## src/rtl/hpt_pkg.sv

```systemverilog
package hpt_pkg;

  // Walk sequencing states
  typedef enum logic [2:0] {
    ST_IDLE,
    ST_RD0,
    ST_W0,
    ST_RD1,
    ST_W1,
    ST_WR_R,
    ST_WR_C,
    ST_DONE
  } walk_st_e;

  // Bit positions inside the entry words
  localparam int unsigned VALID_POS = 31;
  localparam int unsigned HSEL_POS  = 6;
  localparam int unsigned REF_POS   = 8;
  localparam int unsigned CHG_POS   = 7;

endpackage

```

## src/rtl/hpt_hash_calc.sv

```systemverilog
module hpt_hash_calc #(
  parameter int AW        = 32,
  parameter int VSID_W    = 24,
  parameter int PIDX_W    = 16,
  parameter int API_W     = 6,
  parameter int GRP_SHIFT = 6
) (
  input  logic [VSID_W-1:0] vsid,
  input  logic [PIDX_W-1:0] pidx,
  input  logic              secondary,
  input  logic [AW-1:0]     tbl_base,
  input  logic [AW-1:0]     tbl_mask,
  output logic [AW-1:0]     grp_off,
  output logic [AW-1:0]     grp_addr,
  output logic [AW-1:0]     tag
);

  localparam int API_SHIFT = PIDX_W - API_W;

  logic [AW-1:0] hash;
  logic [AW-1:0] hsel;

  always_comb begin
    hash     = AW'(vsid) ^ AW'(pidx);
    hsel     = secondary ? ~hash : hash;
    grp_off  = (hsel << GRP_SHIFT) & tbl_mask;
    grp_addr = tbl_base + grp_off;
    tag      = (AW'(vsid) << (API_W + 1)) | AW'(pidx >> API_SHIFT);
  end

endmodule

```

## src/rtl/hpt_entry_match.sv

```systemverilog
module hpt_entry_match #(
  parameter int AW     = 32,
  parameter int V_POS  = 31,
  parameter int H_POS  = 6
) (
  input  logic [AW-1:0] w0,
  input  logic [AW-1:0] tag,
  input  logic          secondary,
  output logic          hit
);

  localparam logic [AW-1:0] CMP_MASK = ~((AW'(1) << V_POS) | (AW'(1) << H_POS));

  always_comb begin
    hit = w0[V_POS] && (w0[H_POS] == secondary) && (((w0 ^ tag) & CMP_MASK) == '0);
  end

endmodule

```

## src/rtl/hpt_wb_gen.sv

```systemverilog
module hpt_wb_gen #(
  parameter int AW      = 32,
  parameter int LANES   = AW / 8,
  parameter int REF_BIT = 8,
  parameter int CHG_BIT = 7
) (
  input  logic [AW-1:0]    w1,
  input  logic             sel_chg,
  output logic [AW-1:0]    wdata,
  output logic [LANES-1:0] wstrb
);

  localparam int REF_LANE = REF_BIT / 8;
  localparam int CHG_LANE = CHG_BIT / 8;

  // Each status mark touches only the byte lane holding its bit.
  always_comb begin
    wdata = w1;
    wstrb = '0;
    if (sel_chg) begin
      wstrb[CHG_LANE] = 1'b1;
      wdata[CHG_BIT]  = 1'b1;
    end else begin
      wstrb[REF_LANE] = 1'b1;
      wdata[REF_BIT]  = 1'b1;
    end
  end

endmodule

```

## src/rtl/hpt_walker.sv

```systemverilog
module hpt_walker
  import hpt_pkg::*;
#(
  parameter int AW            = 32,
  parameter int VSID_W        = 24,
  parameter int SEG_BITS      = 28,
  parameter int PAGE_BITS     = 12,
  parameter int API_W         = 6,
  parameter int ENTRY_BYTES   = 8,
  parameter int GROUP_ENTRIES = 8
) (
  input  logic              clk,
  input  logic              rst_n,
  input  logic              req_valid,
  output logic              req_ready,
  input  logic [VSID_W-1:0] req_vsid,
  input  logic [AW-1:0]     req_ea,
  input  logic              req_store,
  input  logic [AW-1:0]     cfg_tbl_base,
  input  logic [AW-1:0]     cfg_tbl_mask,
  output logic              mem_req_valid,
  input  logic              mem_req_ready,
  output logic              mem_req_we,
  output logic [AW-1:0]     mem_req_addr,
  output logic [AW-1:0]     mem_req_wdata,
  output logic [AW/8-1:0]   mem_req_wstrb,
  input  logic              mem_rsp_valid,
  input  logic [AW-1:0]     mem_rsp_rdata,
  output logic              rsp_valid,
  output logic              rsp_hit,
  output logic [AW-1:0]     rsp_w0,
  output logic [AW-1:0]     rsp_w1,
  output logic [AW-1:0]     rsp_off,
  output logic [AW-1:0]     rsp_raddr
);

  localparam int PIDX_W     = SEG_BITS - PAGE_BITS;
  localparam int IDX_W      = $clog2(GROUP_ENTRIES);
  localparam int ENT_SHIFT  = $clog2(ENTRY_BYTES);
  localparam int GRP_SHIFT  = $clog2(ENTRY_BYTES * GROUP_ENTRIES);
  localparam int WORD_BYTES = AW / 8;
  localparam logic [IDX_W-1:0] IDX_LAST = IDX_W'(GROUP_ENTRIES - 1);

  // Reset: asynchronous assertion, synchronous release
  logic [1:0] rst_sync_q;
  logic       rst_int_n;

  always_ff @(posedge clk or negedge rst_n) begin
    if (!rst_n) rst_sync_q <= '0;
    else        rst_sync_q <= {rst_sync_q[0], 1'b1};
  end
  assign rst_int_n = rst_sync_q[1];

  // State and captured request
  walk_st_e            st_q, st_d;
  logic                sec_q, sec_d;
  logic [IDX_W-1:0]    idx_q, idx_d;
  logic                hit_q, hit_d;
  logic [VSID_W-1:0]   vsid_q;
  logic [PIDX_W-1:0]   pidx_q;
  logic [PAGE_BITS-1:0] pofs_q;
  logic                store_q;
  logic [AW-1:0]       w0_q, w1_q;
  logic                cap_req, cap_w0, cap_w1;

  logic unused_ea_hi;
  assign unused_ea_hi = ^req_ea[AW-1:SEG_BITS];

  // Address and compare datapath
  logic [AW-1:0] grp_off, grp_addr, tag;
  logic [AW-1:0] ent_off, ent_addr;
  logic          ent_hit;
  logic [AW-1:0] wb_data;
  logic [WORD_BYTES-1:0] wb_strb;

  hpt_hash_calc #(
    .AW(AW), .VSID_W(VSID_W), .PIDX_W(PIDX_W), .API_W(API_W), .GRP_SHIFT(GRP_SHIFT)
  ) u_hash (
    .vsid(vsid_q), .pidx(pidx_q), .secondary(sec_q),
    .tbl_base(cfg_tbl_base), .tbl_mask(cfg_tbl_mask),
    .grp_off(grp_off), .grp_addr(grp_addr), .tag(tag)
  );

  hpt_entry_match #(
    .AW(AW), .V_POS(VALID_POS), .H_POS(HSEL_POS)
  ) u_match (
    .w0(mem_rsp_rdata), .tag(tag), .secondary(sec_q), .hit(ent_hit)
  );

  hpt_wb_gen #(
    .AW(AW), .LANES(WORD_BYTES), .REF_BIT(REF_POS), .CHG_BIT(CHG_POS)
  ) u_wb (
    .w1(w1_q), .sel_chg(st_q == ST_WR_C), .wdata(wb_data), .wstrb(wb_strb)
  );

  assign ent_off  = grp_off + (AW'(idx_q) << ENT_SHIFT);
  assign ent_addr = grp_addr + (AW'(idx_q) << ENT_SHIFT);

  // Next-state logic
  always_comb begin
    st_d    = st_q;
    sec_d   = sec_q;
    idx_d   = idx_q;
    hit_d   = hit_q;
    cap_req = 1'b0;
    cap_w0  = 1'b0;
    cap_w1  = 1'b0;
    case (st_q)
      ST_IDLE: begin
        if (req_valid) begin
          cap_req = 1'b1;
          sec_d   = 1'b0;
          idx_d   = '0;
          hit_d   = 1'b0;
          st_d    = ST_RD0;
        end
      end
      ST_RD0: if (mem_req_ready) st_d = ST_W0;
      ST_W0: begin
        if (mem_rsp_valid) begin
          if (ent_hit) begin
            cap_w0 = 1'b1;
            st_d   = ST_RD1;
          end else if (idx_q == IDX_LAST) begin
            if (sec_q) begin
              st_d = ST_DONE;
            end else begin
              sec_d = 1'b1;
              idx_d = '0;
              st_d  = ST_RD0;
            end
          end else begin
            idx_d = idx_q + 1'b1;
            st_d  = ST_RD0;
          end
        end
      end
      ST_RD1: if (mem_req_ready) st_d = ST_W1;
      ST_W1: begin
        if (mem_rsp_valid) begin
          cap_w1 = 1'b1;
          hit_d  = 1'b1;
          if (!mem_rsp_rdata[REF_POS])                   st_d = ST_WR_R;
          else if (store_q && !mem_rsp_rdata[CHG_POS])   st_d = ST_WR_C;
          else                                           st_d = ST_DONE;
        end
      end
      ST_WR_R: begin
        if (mem_req_ready) st_d = (store_q && !w1_q[CHG_POS]) ? ST_WR_C : ST_DONE;
      end
      ST_WR_C: if (mem_req_ready) st_d = ST_DONE;
      ST_DONE: st_d = ST_IDLE;
      default: st_d = ST_IDLE;
    endcase
  end

  // Registers
  always_ff @(posedge clk or negedge rst_int_n) begin
    if (!rst_int_n) begin
      st_q    <= ST_IDLE;
      sec_q   <= 1'b0;
      idx_q   <= '0;
      hit_q   <= 1'b0;
      vsid_q  <= '0;
      pidx_q  <= '0;
      pofs_q  <= '0;
      store_q <= 1'b0;
      w0_q    <= '0;
      w1_q    <= '0;
    end else begin
      st_q  <= st_d;
      sec_q <= sec_d;
      idx_q <= idx_d;
      hit_q <= hit_d;
      if (cap_req) begin
        vsid_q  <= req_vsid;
        pidx_q  <= req_ea[SEG_BITS-1:PAGE_BITS];
        pofs_q  <= req_ea[PAGE_BITS-1:0];
        store_q <= req_store;
      end
      if (cap_w0) w0_q <= mem_rsp_rdata;
      if (cap_w1) w1_q <= mem_rsp_rdata;
    end
  end

  // Memory port
  always_comb begin
    mem_req_valid = 1'b0;
    mem_req_we    = 1'b0;
    mem_req_addr  = ent_addr;
    mem_req_wdata = '0;
    mem_req_wstrb = '0;
    case (st_q)
      ST_RD0: mem_req_valid = 1'b1;
      ST_RD1: begin
        mem_req_valid = 1'b1;
        mem_req_addr  = ent_addr + AW'(WORD_BYTES);
      end
      ST_WR_R, ST_WR_C: begin
        mem_req_valid = 1'b1;
        mem_req_we    = 1'b1;
        mem_req_addr  = ent_addr + AW'(WORD_BYTES);
        mem_req_wdata = wb_data;
        mem_req_wstrb = wb_strb;
      end
      default: ;
    endcase
  end

  // Result
  assign req_ready = (st_q == ST_IDLE);
  assign rsp_valid = (st_q == ST_DONE);
  assign rsp_hit   = hit_q;
  assign rsp_w0    = w0_q;
  assign rsp_w1    = w1_q;
  assign rsp_off   = ent_off;
  assign rsp_raddr = {w1_q[AW-1:PAGE_BITS], pofs_q};

endmodule

```

## config.mk

```make
export PLATFORM = sky130hd
export DESIGN_NAME = hpt_walker
export DESIGN_NICKNAME = d
export VERILOG_FILES = /design/src/rtl/hpt_pkg.sv /design/src/rtl/hpt_hash_calc.sv /design/src/rtl/hpt_entry_match.sv /design/src/rtl/hpt_wb_gen.sv /design/src/rtl/hpt_walker.sv
export SDC_FILE = /design/constraint.sdc
export NUM_CORES = 1
export LEC_CHECK = 0
export ABC_CLOCK_PERIOD_IN_PS = 3900
export BUFFER_PORTS_ARGS = -buffer_cell sky130_fd_sc_hd__buf_2
export CAP_MARGIN = 5
export CELL_PAD_IN_SITES_DETAIL_PLACEMENT = 1
export CELL_PAD_IN_SITES_GLOBAL_PLACEMENT = 1
export CORE_MARGIN = 10
export CORE_UTILIZATION = 33
export DETAILED_ROUTE_END_ITERATION = 16
export GPL_TIMING_DRIVEN = 1
export MAX_ROUTING_LAYER = met4
export PLACE_DENSITY_LB_ADDON = 0.1
export SYNTH_ARGS = -nofsm -noshare
export SYNTH_HDL_FRONTEND = slang
export SYNTH_SLANG_ARGS = --single-unit
```

## constraint.sdc

```tcl
create_clock -name clk -period 3.9 [get_ports clk]
set_input_delay 0 -clock clk [delete_from_list [all_inputs] [get_ports clk]]
set_output_delay 0 -clock clk [all_outputs]
set_load 0.01 [all_outputs]
```

==> flow_metrics.tcl, run 1 <==
set metrics [dict create \
    final_cell_count_no_fill 1615 \
    fin_total_pwr_mw 11.87 \
    post_route_cells_drive_above_1_share_pct 50.00 \
    number_of_maximum_capacitance_constraint_violations 0 \
    violation_count_after_the_first_detailed_routing_iteration 287 \
    synth_sequential_area_ratio_pct 37.64 \
    worst-endpoint-required_ns 3.90 \
    detailedPlacementHpwl_um 26510 \
    post_route_setup_tns_ns 0 \
    totalWireLength_um 34080 \
    row_count 58 \
    grt_pass1_vias 9015 \
    wire_length_of_the_first_global_routing_pass_um 51890 \
    netlist_instances 828 \
    synthArstFlopShare_pct 100.0 \
    synth_top_flop_cell "dfrtp_1" \
    fin_worst_hold_slack_ns 0.00002991 \
    route.detailed.drc 0 \
    max-slew-margin-rel_pct 33.53 \
    place_congestion 0.8321 \
    yosysUniqueCellTypes 60 \
    numPortBuffers 339 \
    setup-violations-final 0 \
    worstSetupStartpointType "register" \
    rsz_0062_raised_after_global_routing "true" \
    synth-seq-cells 127 \
    placed_area_um2 10460 \
    tritoncts "yes" \
    placed_cell_count 1465 \
    synthesis.area_per_instance_um2 10.20 \
    clock_path_buffers 2 \
    layout_setup_ws_ns 0.009477 \
    biggest_area_contributors_in_the_synthesized_netlist "dfrtp_1, mux2_2, xnor2_1" \
    yosysTopAreaCell "dfrtp_1" \
    grt_antenna_before_repair 4 \
    critPathArrivalTime_ns 3.89 \
    cts.htree.levels 4 \
    worst_setup_hold_path_clk_slew_ns 0.05 \
    routed_wire_length_per_instance_um 21.10 \
    synth_edf_count 0 \
    hold_path.class "in2out" \
    max-vdd-ir-drop_mv 0.5293 \
    cts_buffers 17 \
    dieArea_um2 32380 \
    max_clock_freq_mhz 257.0 \
    run_status "finished clean" \
    clock_tree.root_cell "clkbuf_16" \
    timing_hold_violations_final 0 \
    timing.clock.skew_ns 0.01512 \
    min_period_over_period_pct 99.76 \
    design.portCount 359 \
    initial_utilization_pct 33.53 \
    period_needed_ns 3.891 \
    mappedNetlistArea_um2 8443 \
    grt_max_degree 74 \
    fill_cells 2892 \
    first_pass_iters 4 \
    clock_insertion_delay_worst_skew_ns 0.42 \
    die_width_um 180.0 \
    dpl_worst_slack_ns 0.1947 \
    leakage_nw 6.155 \
    overflow 0 \
    yosys_warnings 0 \
    ant_nets 0 \
    post_drt_via_cell_ratio 4.926 \
    fin_nets 1459 \
    numClockSinks 127 \
    fp.coreArea_um2 25180 \
    slew_violations 0 \
    endpoint_kind "output pin" \
    critical_path_peak_fanout 6 \
    power-per-cell-area_nw_per_um2 937.2 \
    die_h_um 180.0 \
    grt.total_usage_pct 20.53 \
    multi_input_combinational_cell_area_um2 5404 \
    route.vias.total 7956 \
    final_util_pct 50.31 \
    timing_worst_slew_pin_value_ns 0.9971 \
    area.sequential_um2 3187 \
    critical_path_class "reg2out" \
    postLayoutCellArea_um2 12670 \
    syn2layout_area_growth_pct 50.04 \
    netlist.area_leader.share_pct 37.64 \
]
## sequential cells by signal, indices dropped and copies added, names as in the netlist, 2 cells and up
name / count
idx_q: 3
rsp_w0: 32
st_q: 3
vsid_q: 24
rst_sync_q: 2
rsp_w1: 32
pofs_q: 12
pidx_q: 16
## power breakdown
group          total [mW]  internal, mW  switching, mW
logic                7.99          3.83           4.17
registers            2.35          1.80          0.548
clock network        1.53         0.913          0.614
total                11.9          6.54           5.33
## final cells by class
class                           count  share of cell area, %
Multi-Input combinational cell    630                  42.66
Sequential cell                   127                  25.16
Timing Repair Buffer              481                  24.04
Clock buffer                       20                  3.605
Tap cell                          330                  3.259
Clock inverter                     12                 0.8691
Inverter                           12                 0.3556
Antenna cell                        3                0.05926
## placed cells by master (no fill, tap or decap), types with 5 or more instances in the layout
master	instances
a211oi_1	5
a21o_1	8
a21oi_1	23
a21oi_2	11
a31oi_1	6
and2_1	27
and2_4	7
and3_1	34
buf_2	339
buf_4	48
clkbuf_16	18
conb_1	6
dfrtp_1	122
dlygate4sd3_1	88
ha_1	15
ha_2	5
ha_4	11
inv_1	12
mux2_2	116
nand2_1	46
nand3_1	14
nand4_1	21
nor2_1	27
nor3_1	8
o21ai_0	18
o21ai_1	7
o21bai_1	5
xnor2_1	82
xnor2_2	17
xor2_1	26
## kinds of logic after synthesis
logic type / Yosys count / synth area share, %
AO/OA/AOI/OAI: 123 / 9.573
XOR/XNOR: 127 / 13.17
adder cells (fa/ha/maj): 32 / 4.831
buffers and inverters: 75 / 4.683
flip-flops: 127 / 37.64
multiplexers: 117 / 15.59
other: 2 / 0.08895
AND/OR/NAND/NOR: 225 / 14.42
## worst max-delay path, stage by stage, from the launching register on
cell and delay [ns]:
dfrtp_2 0.42, buf_12 0.14, buf_6 0.11, xnor2_1 0.11
and2_4 0.14, ha_4 0.30, nand4_1 0.17, o311a_4 0.45
o41ai_4 0.41, xor2_1 0.23, and4b_4 0.29, and4_4 0.25
nand4_1 0.10, xnor2_1 0.19, buf_2 0.16
## final timing paths
| path | endpoint | slack, ns | cells past startpoint | from |
|---|---|---|---|---|
| worst max-delay path | mem_req_addr[29] | 0.009 | 14 | sec_q$_DFFE_PN0P_ |
| worst min-delay path | mem_req_addr[1] | 0.00003 | 0 | cfg_tbl_base[1] |
| worst max register to register | rsp_w0[30]$_DFFE_PN0P_ | 1.14 | 9 | sec_q$_DFFE_PN0P_ |
| worst min register to register | rst_sync_q[1]$_DFF_PN0_ | 0.37 | 0 | rst_sync_q[0]$_DFF_PN0_ |
| max in group asynchronous | vsid_q[10]$_DFFE_PN0P_ | 2.53 | 1 | rst_sync_q[1]$_DFF_PN0_ |
| min in group asynchronous | rst_sync_q[1]$_DFF_PN0_ | 0.42 | 3 | rst_n |
## routing by layer
metal / global-route usage (%) / share of wire [%] / vias to the layer above
li1: - / - / 3792
met1: 23.08 / 41 / 3894
met2: 36.10 / 52 / 239
met3: 5.120 / 5.7 / 31
met4: 4.367 / 1.3 / 0
met5: - / 0 / -
## cell usage after synthesis, types with 3 or more instances
| cell type | instances |
|---|---|
| o21a_1 | 3 |
| xor2_1 | 28 |
| buf_1 | 6 |
| a21oi_1 | 34 |
| o31ai_1 | 3 |
| a211oi_1 | 9 |
| nand3_1 | 17 |
| nor3_1 | 11 |
| o21ai_0 | 28 |
| o21bai_1 | 5 |
| nand2b_1 | 4 |
| buf_2 | 4 |
| buf_4 | 29 |
| nor2b_1 | 5 |
| and2_1 | 35 |
| ha_1 | 31 |
| clkbuf_1 | 24 |
| and4_1 | 3 |
| nor2_1 | 28 |
| and3_1 | 35 |
| a31oi_1 | 8 |
| inv_1 | 12 |
| xnor2_1 | 99 |
| nand2_1 | 49 |
| a21o_1 | 9 |
| nand4_1 | 21 |
| mux2_2 | 116 |
| dfrtp_1 | 127 |
| o22ai_1 | 3 |
| nor4_1 | 5 |
## timing repair
action / in CTS / in global routing
pin swaps: 9 / 26
resized for setup: 53 / 66
hold endpoints to repair: 119 / 0
buffers inserted: 8 / 18
gates cloned: 0 / 1
hold buffers: 88 / 0
setup endpoints to repair: 14 / 16
Power figures use the tool's default switching activity.
==> run 2, diff against run 1 <==
CORE_MARGIN = unset   (was 10)
==> run 2 against run 1 <==
Final area rose by 0.80%. Critical path depth rose by 1. Sequential power barely moved. Routed wire length fell by 11%. Clock skew fell by 0.0045 ns. Clock power rose by 3%. Critical path type unchanged. Highest routed layer unchanged.
==> flow_metrics.tcl, run 2 (synthesized netlist as in run 1, its figures left out) <==
set metrics [dict create \
    run_status "finished clean" \
    grt_pass1_vias 8415 \
    leakage_nw 6.190 \
    fin_total_pwr_mw 12.06 \
    initial_utilization_pct 33.63 \
    numPortBuffers 339 \
    path_cells "buf_6 -> xnor2_1 -> and2_4 -> ha_4 -> nor2_4 -> a21o_1 -> o311a_4 -> o41ai_4 -> buf_4 -> a311oi_2 -> xnor2_1 -> and4_4 -> nand4_1 -> xnor2_1 -> buf_2" \
    worst_r2r_startpoint "sec_q$_DFFE_PN0P_" \
    worst_setup_hold_path_clk_slew_ns 0.06 \
    critical_path_class "reg2out" \
    syn2layout_area_growth_pct 51.24 \
    final_cell_count_no_fill 1617 \
    critPathArrivalTime_ns 3.88 \
    critical_path_peak_fanout 6 \
    post_drt_via_cell_ratio 4.905 \
    power-per-cell-area_nw_per_um2 944.6 \
    layout_setup_ws_ns 0.02358 \
    setup-violations-final 0 \
    fill_cells 2897 \
    timing_hold_violations_final 0 \
    insertedDiodeCount 0 \
    placed_cell_count 1465 \
    post_route_cells_drive_above_1_share_pct 50.82 \
    worstSetupStartpointType "register" \
    worst_setup_path_startpoint "sec_q$_DFFE_PN0P_" \
    totalWireLength_um 30450 \
    layout_commonest_cell "buf_2" \
    max-vdd-ir-drop_mv 0.5170 \
    row_count 58 \
    min-delay-start "cfg_tbl_base[1]" \
    post_route_setup_tns_ns 0 \
    die_width_um 162.0 \
    dpl_worst_slack_ns 0.1508 \
    layout.cells.most_common_list "buf_2, dfrtp_1, mux2_2" \
    grt_max_degree 73 \
    critPathBufInv 3 \
    number_of_maximum_capacitance_constraint_violations 0 \
    worst-endpoint-required_ns 3.90 \
    period_needed_ns 3.876 \
    multi_input_combinational_cell_area_um2 5473 \
    violation_count_after_the_first_detailed_routing_iteration 234 \
    critPathMaxStageDelay_ns 0.55 \
    overflow 0 \
    timing.clock.skew_ns 0.01065 \
    hold_path.class "in2out" \
    cts_buffers 17 \
    ant_nets 0 \
    fin_nets 1464 \
    critical-path-top-delay-family "compound AO/OA/AOI/OAI gates" \
    endpoint_kind "output pin" \
    clock_path_buffers 2 \
    fin_worst_hold_slack_ns 0.000004437 \
    cts.htree.levels 4 \
    path_common_cell "xnor2_1" \
    dieArea_um2 26230 \
    rsz_0062_raised_after_global_routing "true" \
    min_period_over_period_pct 99.40 \
    detailedPlacementHpwl_um 23410 \
    place_congestion 0.8486 \
    route.detailed.drc 0 \
    fp.coreArea_um2 25110 \
    max_clock_freq_mhz 258.0 \
    numClockSinks 127 \
    clock_tree.root_cell "clkbuf_16" \
    max-slew-margin-rel_pct 48.34 \
    grt_antenna_before_repair 1 \
    timing_worst_slew_pin_value_ns 0.7749 \
    slew_violations 0 \
    design.portCount 359 \
    first_pass_iters 5 \
    die_h_um 162.0 \
    routed_wire_length_per_instance_um 18.83 \
    crit_path_top_delay_cell "dfrtp_4" \
    area.sequential_um2 3187 \
    route.vias.total 7931 \
    grt.total_usage_pct 23.92 \
    clock_insertion_delay_worst_skew_ns 0.42 \
    tritoncts "yes" \
    wire_length_of_the_first_global_routing_pass_um 46560 \
]
[run 2: changes by cell type in the layout (fill, tap and decap cells not counted), moves of 4 or more]
cell	previous run	this run
inv_6	2	6
o21ai_2	3	7
buf_4	48	54
clkinv_2	4	0
[run 2: final timing paths]
check / cells after the start / endpoint / slack, ns
setup reg to reg: 9 / rsp_w0[29]$_DFFE_PN0P_ / 1.10
hold / removal: 0 / mem_req_addr[1] / 0.000004
min in group asynchronous: 0 / rsp_w1[10]$_DFFE_PN0P_ / 0.40
setup / recovery: 15 / mem_req_addr[31] / 0.02
max in group asynchronous: 1 / rsp_w1[30]$_DFFE_PN0P_ / 2.61
hold reg to reg: 0 / rst_sync_q[1]$_DFF_PN0_ / 0.35
[run 2: routing by layer]
layer / vias up / share of wire, % / GRT usage (%)
met3: 28 / 3.8 / 3.830
met5: - / 0 / -
li1: 3804 / - / -
met1: 3885 / 43 / 28.78
met4: 0 / 1.5 / 6.346
met2: 214 / 51 / 41.40
[run 2: through the flow]
step	instance area, µm²	util [%]
floorplan	8461	-
detailed placement	10480	41.72
global placement	10480	41.72
CTS	12360	49.23
global route	12770	50.86
finish	12770	50.86
[run 2: layout make-up]
class	count	area share (%)
Tap cell	330	3.233
Inverter	12	0.3527
Timing Repair Buffer	486	24.01
Clock buffer	18	3.439
Clock inverter	14	1.156
Sequential cell	127	24.96
Multi-Input combinational cell	630	42.86
[run 2: where the power goes]
part / total, mW / switching [mW] / internal [mW]
logic: 8.15 / 4.19 / 3.97
registers: 2.33 / 0.520 / 1.81
clock network: 1.58 / 0.665 / 0.919
total: 12.1 / 5.37 / 6.69
[run 2: repair_timing]
item / CTS / global route
pin swaps: 17 / 25
gates resized for setup: 62 / 65
setup buffers: 23 / 9
setup endpoints to repair: 14 / 17
hold endpoints to repair: 119 / 0
hold buffers: 88 / 0
==> run 3, diff against run 2 <==
BUFFER_PORTS_ARGS = -buffer_cell sky130_fd_sc_hd__buf_4   (was -buffer_cell sky130_fd_sc_hd__buf_2)
==> run 3 against run 2 <==
Cell count is 0.19% lower. Via count up 0.67%. Maximum frequency down 0.15%. Final area grew 6.6%. Clock-buffer cell count unchanged. Die area unchanged. Register-to-register slack got worse by 0.06 ns. Sequential cell count unchanged. Global-route usage increased by 0.37 points. Worst setup slack lost 0.0059 ns. Critical endpoint is now mem_req_addr[27]. Largest cell class unchanged.
==> flow_metrics.tcl, run 3 (synthesized netlist as in run 1, its figures left out) <==
set metrics [dict create \
    timing_worst_slew_pin_value_ns 0.7127 \
    wire_length_of_the_first_global_routing_pass_um 47110 \
    slew_violations 0 \
    syn2layout_area_growth_pct 61.23 \
    totalWireLength_um 31320 \
    critical_path_peak_fanout 6 \
    route.detailed.drc 0 \
    met2RoutedLength_um 16420 \
    layout_commonest_cell "buf_4" \
    worst-endpoint-required_ns 3.90 \
    design.portCount 359 \
    critical-path-top-delay-family "compound AO/OA/AOI/OAI gates" \
    row_count 58 \
    worstSetupStartpointType "register" \
    violation_count_after_the_first_detailed_routing_iteration 308 \
    hold_path.class "in2out" \
    fin_nets 1461 \
    grt_max_degree 126 \
    clock_insertion_delay_worst_skew_ns 0.42 \
    number_of_maximum_capacitance_constraint_violations 0 \
    min_period_over_period_pct 99.55 \
    area.sequential_um2 3186 \
    multi_input_combinational_cell_area_um2 5487 \
    clock_tree.root_cell "clkbuf_16" \
    dieArea_um2 26230 \
    final_cell_count_no_fill 1614 \
    worst_setup_hold_path_clk_slew_ns 0.05 \
    setup-violations-final 0 \
    grt_pass1_vias 8324 \
    highest_layer "met4" \
    cts_buffers 17 \
    critPathBufInv 3 \
    post_drt_via_cell_ratio 4.947 \
    route.vias.total 7984 \
    fp.coreArea_um2 25110 \
    dpl_worst_slack_ns 0.1429 \
    die_h_um 162.0 \
    routed_wire_length_per_instance_um 19.41 \
    critical_path_class "reg2out" \
    numClockSinks 127 \
    tritoncts "yes" \
    layout.cells.most_common_list "buf_4, dfrtp_1, mux2_2" \
    rsz_0062_raised_after_global_routing "true" \
    fill_cells 2787 \
    grt.total_usage_pct 24.29 \
    detailroute.wirelength.met3_um 1523 \
    worst_hold_path.endpoint "mem_req_addr[1]" \
    rrSetupSlack_ns 1.04 \
    placed_cell_count 1462 \
    crit_path_top_delay_cell "dfrtp_4" \
    initial_utilization_pct 33.63 \
    max-vdd-ir-drop_mv 0.5500 \
    period_needed_ns 3.882 \
    ant_nets 0 \
    capturing_point_of_the_worst_reg2reg_path "rsp_w0[27]$_DFFE_PN0P_" \
    grt_antenna_before_repair 0 \
    worst_r2r_startpoint "sec_q$_DFFE_PN0P_" \
    run_status "finished clean" \
    timing_hold_violations_final 0 \
    wirelength_met1_um 12980 \
    clock_path_buffers 2 \
    die_width_um 162.0 \
    critPathMaxStageDelay_ns 0.53 \
    overflow 0 \
    min-delay-start "cfg_tbl_base[1]" \
    numPortBuffers 339 \
    max-slew-margin-rel_pct 52.49 \
    place_congestion 0.8483 \
    max_clock_freq_mhz 257.6 \
    detailedPlacementHpwl_um 23490 \
    insertedDiodeCount 0 \
    cts.htree.levels 4 \
    number_of_cells_traversed_by_the_worst_register_to_register_path 9 \
    power-per-cell-area_nw_per_um2 944.2 \
    leakage_nw 6.400 \
    fin_total_pwr_mw 12.85 \
    endpoint_kind "output pin" \
    critPathArrivalTime_ns 3.88 \
    path_cells "buf_8 -> xnor2_2 -> and2_4 -> ha_4 -> nor2_4 -> a21o_1 -> o311a_4 -> o41ai_4 -> buf_4 -> a311oi_2 -> xnor2_1 -> and4_4 -> nand3_1 -> xnor2_1 -> buf_4" \
    holdPathStages 0 \
    timing.clock.skew_ns 0.01533 \
    post_route_cells_drive_above_1_share_pct 50.23 \
    first_pass_iters 4 \
    layout_setup_ws_ns 0.01767 \
]
-- run 3: cell types whose count changed in the layout (fill, tap and decap cells not counted), moves of 3 or more --
cell	before	now
buf_2	339	0
buf_4	54	388
xnor2_2	17	12
clkinv_4	1	5
xnor2_4	0	4
ha_4	11	8
inv_8	3	0
nand2_2	1	4
nor3_2	5	2
o21ai_2	7	4
-- run 3: how the worst max path moves through the flow --
stage	from	endpoint	slack, ns	cells past startpoint
2_1_floorplan	sec_q$_DFFE_PN0P_	mem_req_addr[29]	0.01	15
3_3_place_gp	sec_q$_DFFE_PN0P_	mem_req_addr[24]	0.15	15
3_5_place_dp	sec_q$_DFFE_PN0P_	mem_req_addr[24]	0.14	14
4_1_cts	sec_q$_DFFE_PN0P_	mem_req_addr[24]	0.003	15
5_1_grt	vsid_q[0]$_DFFE_PN0P_	mem_req_addr[31]	-0.17	15
6_report	sec_q$_DFFE_PN0P_	mem_req_addr[27]	0.02	15
-- run 3: per-stage QoR --
step	hold WS, ns	TNS [ns]	util (%)	instance area (µm²)
finish	0.000004437	0	54.22	13610
global route	0.00002143	-1.323	54.22	13610
CTS	0.00006862	0	52.51	13190
detailed placement	-0.2152	0	44.96	11290
global placement	-0.2162	0	44.96	11290
floorplan	-0.2956	0	-	8461
-- run 3: final cells by class --
| class | count | area share [%] |
|---|---|---|
| Multi-Input combinational cell | 630 | 40.30 |
| Timing Repair Buffer | 483 | 28.63 |
| Sequential cell | 127 | 23.40 |
| Clock buffer | 18 | 3.153 |
| Tap cell | 330 | 3.033 |
| Clock inverter | 14 | 1.149 |
| Inverter | 12 | 0.3309 |
-- run 3: worst reg2reg max path: stages (launching register included) --
cell and delay (ns):
dfrtp_4 0.53, buf_8 0.18, buf_4 0.16, xnor2_1 0.25, nand4_1 0.12, nor4_1 0.37, nand2_1 0.18, or3_1 0.33
buf_4 0.28, mux2_2 0.36
-- run 3: repair_timing --
item                       4_1_cts  5_1_grt
hold endpoints to repair       119        0
gates cloned                     0        0
pin swaps                       17       33
resized for setup               64       66
setup buffers                   17       16
setup endpoints to repair       16       16
hold buffers                    88        0
-- run 3: where the power goes --
| group | internal (mW) | switching [mW] | leakage, nW |
|---|---|---|---|
| combinational | 4.61 | 4.31 | 4.52 |
| clock | 0.950 | 0.625 | 0.286 |
| sequential | 1.80 | 0.557 | 1.59 |
| total | 7.37 | 5.49 | 6.40 |
-- run 3: routing by layer --
metal	track usage [%]	vias to the layer above
li1	-	3800
met5	-	-
met1	28.84	3935
met3	4.188	26
met4	5.360	0
met2	42.74	223
